==> src/rtl/rep_pkg.sv <==
package rep_pkg;

  // Number of set bits among the lowest n bits of v.
  function automatic int count_set(input logic [31:0] v, input int n);
    int c;
    c = 0;
    for (int k = 0; k < 32; k++) begin
      if (k < n && v[k]) c++;
    end
    return c;
  endfunction

  // Index of the lowest set bit among the lowest n bits (0 if none).
  function automatic int first_set(input logic [31:0] v, input int n);
    int idx;
    idx = 0;
    for (int k = 31; k >= 0; k--) begin
      if (k < n && v[k]) idx = k;
    end
    return idx;
  endfunction

  typedef enum logic [1:0] {
    LANE_QUIET = 2'd0,
    LANE_FWD   = 2'd1,
    LANE_JAM   = 2'd2
  } lane_mode_e;

endpackage

==> src/rtl/rep_port_detect.sv <==
module rep_port_detect #(
  parameter int NPORTS = 4,
  parameter int SYM_W  = 5,
  parameter logic [SYM_W-1:0] IDLE_SYM = '1
) (
  input  logic [NPORTS*SYM_W-1:0] rx_sym,
  input  logic [NPORTS-1:0]       link_ok,
  output logic [NPORTS-1:0]       busy
);

  genvar g;
  generate
    for (g = 0; g < NPORTS; g++) begin : g_det
      logic [SYM_W-1:0] sym;
      assign sym     = rx_sym[g*SYM_W +: SYM_W];
      assign busy[g] = link_ok[g] && (sym != IDLE_SYM);
    end
  endgenerate

endmodule

==> src/rtl/rep_arbiter.sv <==
module rep_arbiter #(
  parameter int NPORTS = 4,
  localparam int IDX_W = (NPORTS > 1) ? $clog2(NPORTS) : 1
) (
  input  logic              clk,
  input  logic              rst_n,
  input  logic [NPORTS-1:0] busy,
  output logic              any_busy,
  output logic              multi_busy,
  output logic [IDX_W-1:0]  win_idx,
  output logic [NPORTS-1:0] grant,
  output logic              coll_q,
  output logic              coll_led_n
);
  import rep_pkg::*;

  int busy_cnt;

  always_comb begin
    busy_cnt   = count_set(32'(busy), NPORTS);
    any_busy   = (busy_cnt != 0);
    multi_busy = (busy_cnt > 1);
    win_idx    = IDX_W'(first_set(32'(busy), NPORTS));
    grant      = '0;
    if (any_busy) grant[win_idx] = 1'b1;
  end

  always_ff @(posedge clk) begin
    if (!rst_n) begin
      coll_q     <= 1'b0;
      coll_led_n <= 1'b1;
    end else begin
      coll_q     <= multi_busy || (coll_q && any_busy);
      coll_led_n <= ~coll_q;
    end
  end

  AST_GRANT_ONEHOT: assert property (@(posedge clk) disable iff (!rst_n)
    $onehot0(grant));
  AST_COLL_LATCH: assert property (@(posedge clk) disable iff (!rst_n)
    multi_busy |=> coll_q);
  AST_COLL_CLEAR: assert property (@(posedge clk) disable iff (!rst_n)
    (coll_q && !any_busy) |=> !coll_q);

endmodule

==> src/rtl/rep_tx_lane.sv <==
module rep_tx_lane #(
  parameter int SYM_W = 5,
  parameter logic [SYM_W-1:0] IDLE_SYM = '1,
  parameter logic [SYM_W-1:0] JAM_SYM  = '0
) (
  input  logic             clk,
  input  logic             rst_n,
  input  logic             link,
  input  logic             busy,
  input  logic             winner,
  input  logic             any_busy,
  input  logic             coll_q,
  input  logic [SYM_W-1:0] fwd_sym,
  output logic [SYM_W-1:0] tx,
  output logic             rx_led_n,
  output logic             link_led_n
);
  import rep_pkg::*;

  lane_mode_e mode;

  always_comb begin
    if (!link || !any_busy)  mode = LANE_QUIET;
    else if (coll_q)         mode = LANE_JAM;
    else if (winner)         mode = LANE_QUIET;
    else                     mode = LANE_FWD;
  end

  always_ff @(posedge clk) begin
    if (!rst_n) begin
      tx         <= IDLE_SYM;
      rx_led_n   <= 1'b1;
      link_led_n <= 1'b1;
    end else begin
      case (mode)
        LANE_FWD: tx <= fwd_sym;
        LANE_JAM: tx <= JAM_SYM;
        default:  tx <= IDLE_SYM;
      endcase
      rx_led_n   <= ~busy;
      link_led_n <= ~link;
    end
  end

  AST_LINK_DOWN_IDLE: assert property (@(posedge clk) disable iff (!rst_n)
    !link |=> (tx == IDLE_SYM));
  AST_WINNER_NO_ECHO: assert property (@(posedge clk) disable iff (!rst_n)
    (winner && !coll_q) |=> (tx == IDLE_SYM));
  AST_RX_LED_TRACK: assert property (@(posedge clk) disable iff (!rst_n)
    busy |=> !rx_led_n);
  AST_LINK_LED_TRACK: assert property (@(posedge clk) disable iff (!rst_n)
    link |=> !link_led_n);

endmodule

==> src/rtl/rep_symbol_switch.sv <==
module rep_symbol_switch #(
  parameter int NPORTS = 4,
  parameter int SYM_W  = 5,
  parameter logic [SYM_W-1:0] IDLE_SYM = '1,
  parameter logic [SYM_W-1:0] JAM_SYM  = '0
) (
  input  logic                    clk,
  input  logic                    rst_n,
  input  logic [NPORTS*SYM_W-1:0] rx_sym,
  input  logic [NPORTS-1:0]       link_ok,
  output logic [NPORTS*SYM_W-1:0] tx_sym,
  output logic [NPORTS-1:0]       rx_led_n,
  output logic [NPORTS-1:0]       link_led_n,
  output logic                    coll_led_n
);

  localparam int IDX_W = (NPORTS > 1) ? $clog2(NPORTS) : 1;

  logic [NPORTS-1:0] busy;
  logic [NPORTS-1:0] grant;
  logic              any_busy;
  logic              multi_busy;
  logic              coll_q;
  logic [IDX_W-1:0]  win_idx;
  logic [SYM_W-1:0]  rx_arr [NPORTS];
  logic [SYM_W-1:0]  fwd_sym;

  rep_port_detect #(.NPORTS(NPORTS), .SYM_W(SYM_W), .IDLE_SYM(IDLE_SYM)) u_detect (
    .rx_sym  (rx_sym),
    .link_ok (link_ok),
    .busy    (busy)
  );

  rep_arbiter #(.NPORTS(NPORTS)) u_arb (
    .clk        (clk),
    .rst_n      (rst_n),
    .busy       (busy),
    .any_busy   (any_busy),
    .multi_busy (multi_busy),
    .win_idx    (win_idx),
    .grant      (grant),
    .coll_q     (coll_q),
    .coll_led_n (coll_led_n)
  );

  assign fwd_sym = rx_arr[win_idx];

  genvar g;
  generate
    for (g = 0; g < NPORTS; g++) begin : g_lane
      assign rx_arr[g] = rx_sym[g*SYM_W +: SYM_W];
      rep_tx_lane #(.SYM_W(SYM_W), .IDLE_SYM(IDLE_SYM), .JAM_SYM(JAM_SYM)) u_lane (
        .clk        (clk),
        .rst_n      (rst_n),
        .link       (link_ok[g]),
        .busy       (busy[g]),
        .winner     (grant[g]),
        .any_busy   (any_busy),
        .coll_q     (coll_q),
        .fwd_sym    (fwd_sym),
        .tx         (tx_sym[g*SYM_W +: SYM_W]),
        .rx_led_n   (rx_led_n[g]),
        .link_led_n (link_led_n[g])
      );
    end
  endgenerate

  AST_COLL_LED_LAG: assert property (@(posedge clk) disable iff (!rst_n)
    coll_q |=> !coll_led_n);
  AST_JAM_ALL: assert property (@(posedge clk) disable iff (!rst_n)
    (coll_q && any_busy && (&link_ok)) |=> (tx_sym == {NPORTS{JAM_SYM}}));
  AST_QUIET_IDLE: assert property (@(posedge clk) disable iff (!rst_n)
    !any_busy |=> (tx_sym == {NPORTS{IDLE_SYM}}));
  AST_NO_BUSY_UNLINKED: assert property (@(posedge clk) disable iff (!rst_n)
    $onehot0(busy & ~link_ok) && ((busy & ~link_ok) == '0));

endmodule

==> config.mk <==
export PLATFORM = sky130hd
export DESIGN_NAME = rep_symbol_switch
export DESIGN_NICKNAME = d
export VERILOG_FILES = /design/src/rtl/rep_pkg.sv /design/src/rtl/rep_port_detect.sv /design/src/rtl/rep_arbiter.sv /design/src/rtl/rep_tx_lane.sv /design/src/rtl/rep_symbol_switch.sv
export SDC_FILE = /design/constraint.sdc
export NUM_CORES = 1
export LEC_CHECK = 0
export BUFFER_PORTS_ARGS = -buffer_cell sky130_fd_sc_hd__buf_2
export CORE_ASPECT_RATIO = 0.6
export CORE_MARGIN = 3
export CORE_UTILIZATION = 40
export CTS_CLUSTER_SIZE = 12
export DETAILED_ROUTE_END_ITERATION = 12
export GPL_ROUTABILITY_DRIVEN = 0
export PLACE_DENSITY = 0.66
export SLEW_MARGIN = 25
export SYNTH_ARGS = -nofsm -noshare
export SYNTH_HDL_FRONTEND = slang
export SYNTH_HIERARCHICAL = 1
export SYNTH_SLANG_ARGS = --single-unit
==> constraint.sdc <==
create_clock -name clk -period 6 [get_ports clk]
set_input_delay 0.9 -clock clk [delete_from_list [all_inputs] [get_ports clk]]
set_output_delay 0.9 -clock clk [all_outputs]
set_load 0.02 [all_outputs]
# Word-level counts from Yosys, hierarchy flattened

Cells that the tools add are included.

Multiplexer cells: 30
Add/sub/neg operators: 3
Bitwise gates (word level): 10
$lt $le $gt $ge: 4
Equal/unequal tests: 12
Reduce and logical (&&, ||, !) cells: 17

Operator list:

| cell                    | count |
|---|---|
| $add A32 B2 Y32 const B | 3 |
| $mux W32                | 3 |
| $pmux W5 S2             | 4 |
| $gt A32 B2 Y1 const B   | 1 |
| $reduce_bool A32 Y1     | 1 |
| $mux W2                 | 12 |
| $ne A5 B5 Y1 const B    | 4 |
| $bmux W5 S2             | 1 |
| $mux W5                 | 2 |
| $not A1 Y1              | 9 |
| $eq A2 B1 Y1 const B    | 4 |
| $eq A2 B2 Y1 const B    | 4 |
| $logic_and A1 B1 Y1     | 6 |
| $mux W1                 | 6 |
| $logic_not A1 Y1        | 5 |
| $logic_or A1 B1 Y1      | 5 |
| $mux W4                 | 1 |
| $ge A3 B3 Y1 const B    | 1 |
| $lt A2 B3 Y1 const B    | 1 |
| $not A2 Y3              | 1 |
| $demux W1 S2            | 1 |
| $ge A2 B1 Y1 const B    | 1 |

Word-level logic and storage cells: 90
Input port bits: 26
Bits in registers: 30

# Logic depth before layout (Yosys ltp)

Depth in word-level cells: 16
Mapped depth: 13
Mapped depth without buffers: 13

# Cells and area by module

The synthesis kept the hierarchy.

Modules (own cells, without submodules):

| module            | cells an instance | instances | area an instance (µm²) | seq. area each (µm²) |
|---|---|---|---|---|
| rep_tx_lane       | 20                | 4         | 206.4                  | 140.1 |
| rep_arbiter       | 33                | 1         | 274.0                  | 40.0 |
| rep_symbol_switch | 6                 | 1         | 123.9                  | 0.0 |
| rep_port_detect   | 12                | 1         | 65.1                   | 0.0 |

# Least setup slack after synthesis

OpenSTA, ideal clock, no wires.

Kind: input port to flip-flop
Start point: in rx_sym[4]
End point: reg g_lane[0].u_lane.tx[0]
Path buffers: 0
Setup time: 73 ps
Setup slack: 2,913 ps
Data arrival time: 3,014 ps
Required time: 5,927 ps
Stages on the path: 12
Cell sequence: nand3_1 > o21a_1 > ha_1 > nor2b_1 > or2_2 > ha_1 > nand2b_1 > o31a_1 > nor3_2 > inv_1 > and3_4 > o21ai_1

Cells in the longest elaborated chain, start to end: 16
Elaborated cells on any way between the ends: 29

RTL lines:

| element                                             | line                    | text |
|---|---|---|
| start: declaration                                  | rep_symbol_switch.sv:9  | `input logic [NPORTS*SYM_W-1:0] rx_sym,` |
| $ne A5 B5 Y1 (*)                                    | rep_port_detect.sv:16   | `assign busy[g] = link_ok[g] && (sym != IDLE_SYM);` |
| $logic_and A1 B1 Y1 (*)                             | rep_port_detect.sv:16   |  |
| named net busy[0]                                   | rep_symbol_switch.sv:19 | `logic [NPORTS-1:0] busy;` |
| $mux W1 (*)                                         | rep_pkg.sv:8            | `if (k < n && v[k]) c++;` |
| $add A32 B2 Y32                                     | rep_pkg.sv:8            |  |
| $mux W32 (*)                                        | rep_pkg.sv:8            |  |
| $add A32 B2 Y32                                     | rep_pkg.sv:8            |  |
| $mux W32 (*)                                        | rep_pkg.sv:8            |  |
| (+2 left out)                                       | n/a                     |  |
| $reduce_bool A32 Y1 (*)                             | rep_arbiter.sv:21       | `any_busy = (busy_cnt != 0);` |
| named net any_busy                                  | rep_symbol_switch.sv:21 | `logic any_busy;` |
| $mux W4                                             | rep_arbiter.sv:25       | `if (any_busy) grant[win_idx] = 1'b1;` |
| $mux W1                                             | rep_tx_lane.sv:25       | `else if (winner) mode = LANE_QUIET;` |
| $mux W2                                             | rep_tx_lane.sv:24       | `else if (coll_q) mode = LANE_JAM;` |
| $mux W2 (*)                                         | rep_tx_lane.sv:23       | `if (!link \|\| !any_busy) mode = LANE_QUIET;` |
| $eq A2 B2 Y1 / $eq A2 B1 Y1 (equally long branches) | rep_tx_lane.sv:35       | `case (mode)` |
| $pmux W5 S2 (*)                                     | rep_tx_lane.sv:35       |  |
| end signal: assignment                              | rep_tx_lane.sv:36       | `LANE_FWD: tx <= fwd_sym;` |
| end: declaration                                    | rep_tx_lane.sv:14       | `output logic [SYM_W-1:0] tx,` |

The timed path passes the listed nets; every way through them passes the cells marked *. The select of a mux whose other input is x is not followed.
A chain may end at the register's enable or synchronous reset.

# Worst setup path after layout

Start point: in rx_sym[6]
End point: reg g_lane[1].u_lane.tx[2]

Cells in the longest elaborated chain, start to end: 14
Elaborated cells on any way between the ends: 28

RTL lines:

| element                                             | line |
|---|---|
| $ne A5 B5 Y1 (*)                                    | rep_port_detect.sv:16 |
| $logic_and A1 B1 Y1 (*)                             | rep_port_detect.sv:16 |
| named net busy[1]                                   | rep_symbol_switch.sv:19 |
| $mux W32 (*)                                        | rep_pkg.sv:8 |
| $add A32 B2 Y32                                     | rep_pkg.sv:8 |
| $mux W32 (*)                                        | rep_pkg.sv:8 |
| $add A32 B2 Y32                                     | rep_pkg.sv:8 |
| $mux W32 (*)                                        | rep_pkg.sv:8 |
| $reduce_bool A32 Y1 (*)                             | rep_arbiter.sv:21 |
| named net any_busy                                  | rep_symbol_switch.sv:21 |
| $mux W4                                             | rep_arbiter.sv:25 |
| $mux W1                                             | rep_tx_lane.sv:25 |
| $mux W2                                             | rep_tx_lane.sv:24 |
| $mux W2 (*)                                         | rep_tx_lane.sv:23 |
| $eq A2 B2 Y1 / $eq A2 B1 Y1 (equally long branches) | rep_tx_lane.sv:35 |
| $pmux W5 S2 (*)                                     | rep_tx_lane.sv:35 |
| end signal: assignment                              | rep_tx_lane.sv:36 |
| end: declaration                                    | rep_tx_lane.sv:14 |

Marks and branches as above.

==> impl_metrics.yaml <==
run_status:
  status: "finished, final reports clean"
global_route:
  grt_antenna_before_repair: 0
  grt_pass1_wl_mm: 5.57
  grt.overflow.total: 0
  grtUsageTotal_pct: 19.0
  grt_max_degree: 23
  grt_pass1_vias: 1109
timing:
  report.final.slew_viol_count: 0
  grt_setup_unrepaired: "false"
  timing.final.ws_setup_ns: 2.75
  setup_viol: 0
  max_slew_margin_pct: 32.7
  max_freq_mhz: 308
  fin_skew_ns: 0.00879
  worst_pin_slew_ns: 1.00
  fin_crit_ns: 3.25
  whs_ns: 0.736
  hold_viol_final: 0
  tns_ns: 0
  min_period_over_period_pct: 54.1
critical_path:
  worst_path_largest_cell_delay_ns: 0.36
  critPathKind: "input pin to register"
  critPathMaxFanout: 7
  r2r_cells: 1
  cp_common_cell: "ha_1"
  crit_path_top_delay_cell: "nor3_2"
  r2r_start: "u_arb/coll_q$_SDFF_PN0_"
  crit_family: "simple AND/OR/NAND/NOR gates"
  cp.required_ns: 6.20
  reg2reg_to: "g_lane[1].u_lane/tx[2]$_SDFF_PN1_"
  arrival_ns: 3.44
  critPathLaunchType: "input pin"
  crit_chain: "buf_2 > nand3_1 > o21a_1 > ha_1 > nor2b_1 > or2_2 > ha_1 > nand2b_1 > o31a_1 > nor3_2 > inv_1 > and3_4 > o21ai_1"
  end_kind: "register"
  crit_buf_inv: 2
  ff2ff_setup_slack_ns: 4.83
floorplan:
  fp.dieArea_mm2: 0.00395
  chipHeight_um: 49.9
  core_region_area_mm2: 0.00297
  pin_count: 55
  num_rows: 15
  start_util_pct: 43.3
  dieWidth_um: 79.2
power_and_ir_drop:
  max-vdd-ir-drop_uv: 138
  p_comb_share_pct: 24.2
  p_int_uw: 339
  p_seq_share_pct: 45.3
  p_sw_uw: 157
  swShare_pct: 31.7
  leakage_uw: 0.000711
  power_density_mw_per_mm2: 297
  pwr-share-clk_pct: 30.5
cts:
  cts_max_path_buffers: 2
  cts_setup_buffers: 0
  cts_max_level: 2
  clk_pin_slew_ns: 0.07
  clock-sinks: 30
  tritoncts: "yes"
  numCtsBuffers: 5
  cts_resized: 0
  insertion_delay_ns: 0.28
  postCtsHoldBufs: 0
  clockRootBuffer: "clkbuf_8"
synthesis:
  ys_warn_count: 6
  avgSynthCellArea_um2: 9.88
  syn_area_mm2: 0.00128
  synthesis.instances: 130
  syn-num-nets: 160
final_layout:
  diodes: 0
  stdcell_count: 232
  nets: 220
  final_layout_size_suffix_gt1_share_pct: 42.6
  multi_input_area_um2: 658
  area_growth_pct: 30.4
  fin_area_mm2: 0.00168
  nFillCells: 276
  seqCellArea_um2: 601
route:
  vias_per_cell: 4.94
  firstDrtPassIters: 4
  wl_mm: 3.42
  via_count: 1145
  drt-initial-drc-count: 108
  ant_nets: 0
  drc: 0
  wl_per_cell_um: 14.7
placement:
  dp_hpwl_mm: 2.66
  dp.cells: 225
  post-place-ws_ns: 2.48
  placed_area_mm2: 0.00160
  port-buffer-count: 54
hold_path:
  holdCritStartpoint: "u_arb/coll_q$_SDFF_PN0_"
  min_delay_path_depth: 1
  hold_path_class: "register to register"
  hold_end: "u_arb/coll_led_n$_SDFF_PN1_"
job:
  maxCapViolations: 0
-- state kept, by name (all words and copies together) (netlist names) --
register	count
u_arb/coll_q	1
g_lane.u_lane/rx_led_n	4
g_lane.u_lane/link_led_n	4
u_arb/coll_led_n	1
g_lane.u_lane/tx	20
-- power by group through the flow --
stage          clock network (µW)  logic [µW]  registers [µW]
2_1_floorplan                   0        58.4             250
3_3_place_gp                    0         116             229
3_5_place_dp                    0         119             230
4_1_cts                       155         120             225
5_1_grt                       166         130             227
6_report                      151         120             225
-- stage by stage --
stage,total power (µW),utilization [%]
final,497,56.5
after global routing,524,56.5
after CTS,500,56.5
after detailed placement,349,53.8
after global placement,345,53.8
after floorplan,308,-
-- cell type report --
type | instances | area share [%]
Multi-Input combinational cell | 95 | 39.3
Sequential cell | 30 | 35.8
Timing Repair Buffer | 54 | 16.1
Clock buffer | 5 | 4.11
Tap cell | 42 | 3.14
Inverter | 4 | 0.896
Clock inverter | 2 | 0.597
-- layer usage --
metal	global-route usage [%]	part of all wire, %
met2	28.5	45
met5	0	0
met1	25.1	46
met4	7.14	1.7
met3	6.39	7.2
-- layout by cell type, fill, tap and decap left out --
cell type / n
nand3_1: 5
o21a_1: 4
ha_1: 4
clkbuf_8: 5
nand2_1: 15
nor2b_1: 2
inv_1: 4
or2_2: 1
nor3_2: 2
a21oi_1: 1
nand2b_1: 1
o31a_1: 1
nor4_2: 1
and3_4: 4
a21boi_0: 1
xor2_1: 1
buf_2: 54
nor3_1: 1
clkinv_2: 2
mux4_2: 5
nor3b_2: 1
o21ai_2: 4
xor2_2: 2
dfxtp_1: 30
nor2_1: 23
o21ai_1: 16
-- worst max-delay path by stage --
stage	from	to	slack [ns]	depth (start not counted)
global placement	rx_sym[7]	g_lane[1].u_lane/tx[1]$_SDFF_PN1_	2.63	13
detailed placement	rx_sym[6]	g_lane[2].u_lane/tx[2]$_SDFF_PN1_	2.48	13
floorplan	rx_sym[4]	g_lane[0].u_lane/tx[0]$_SDFF_PN1_	2.91	12
finish	rx_sym[6]	g_lane[1].u_lane/tx[2]$_SDFF_PN1_	2.75	13
CTS	rx_sym[6]	g_lane[2].u_lane/tx[2]$_SDFF_PN1_	2.75	13
global route	rx_sym[6]	g_lane[2].u_lane/tx[2]$_SDFF_PN1_	2.58	13
(Power assumes the default switching activity.)
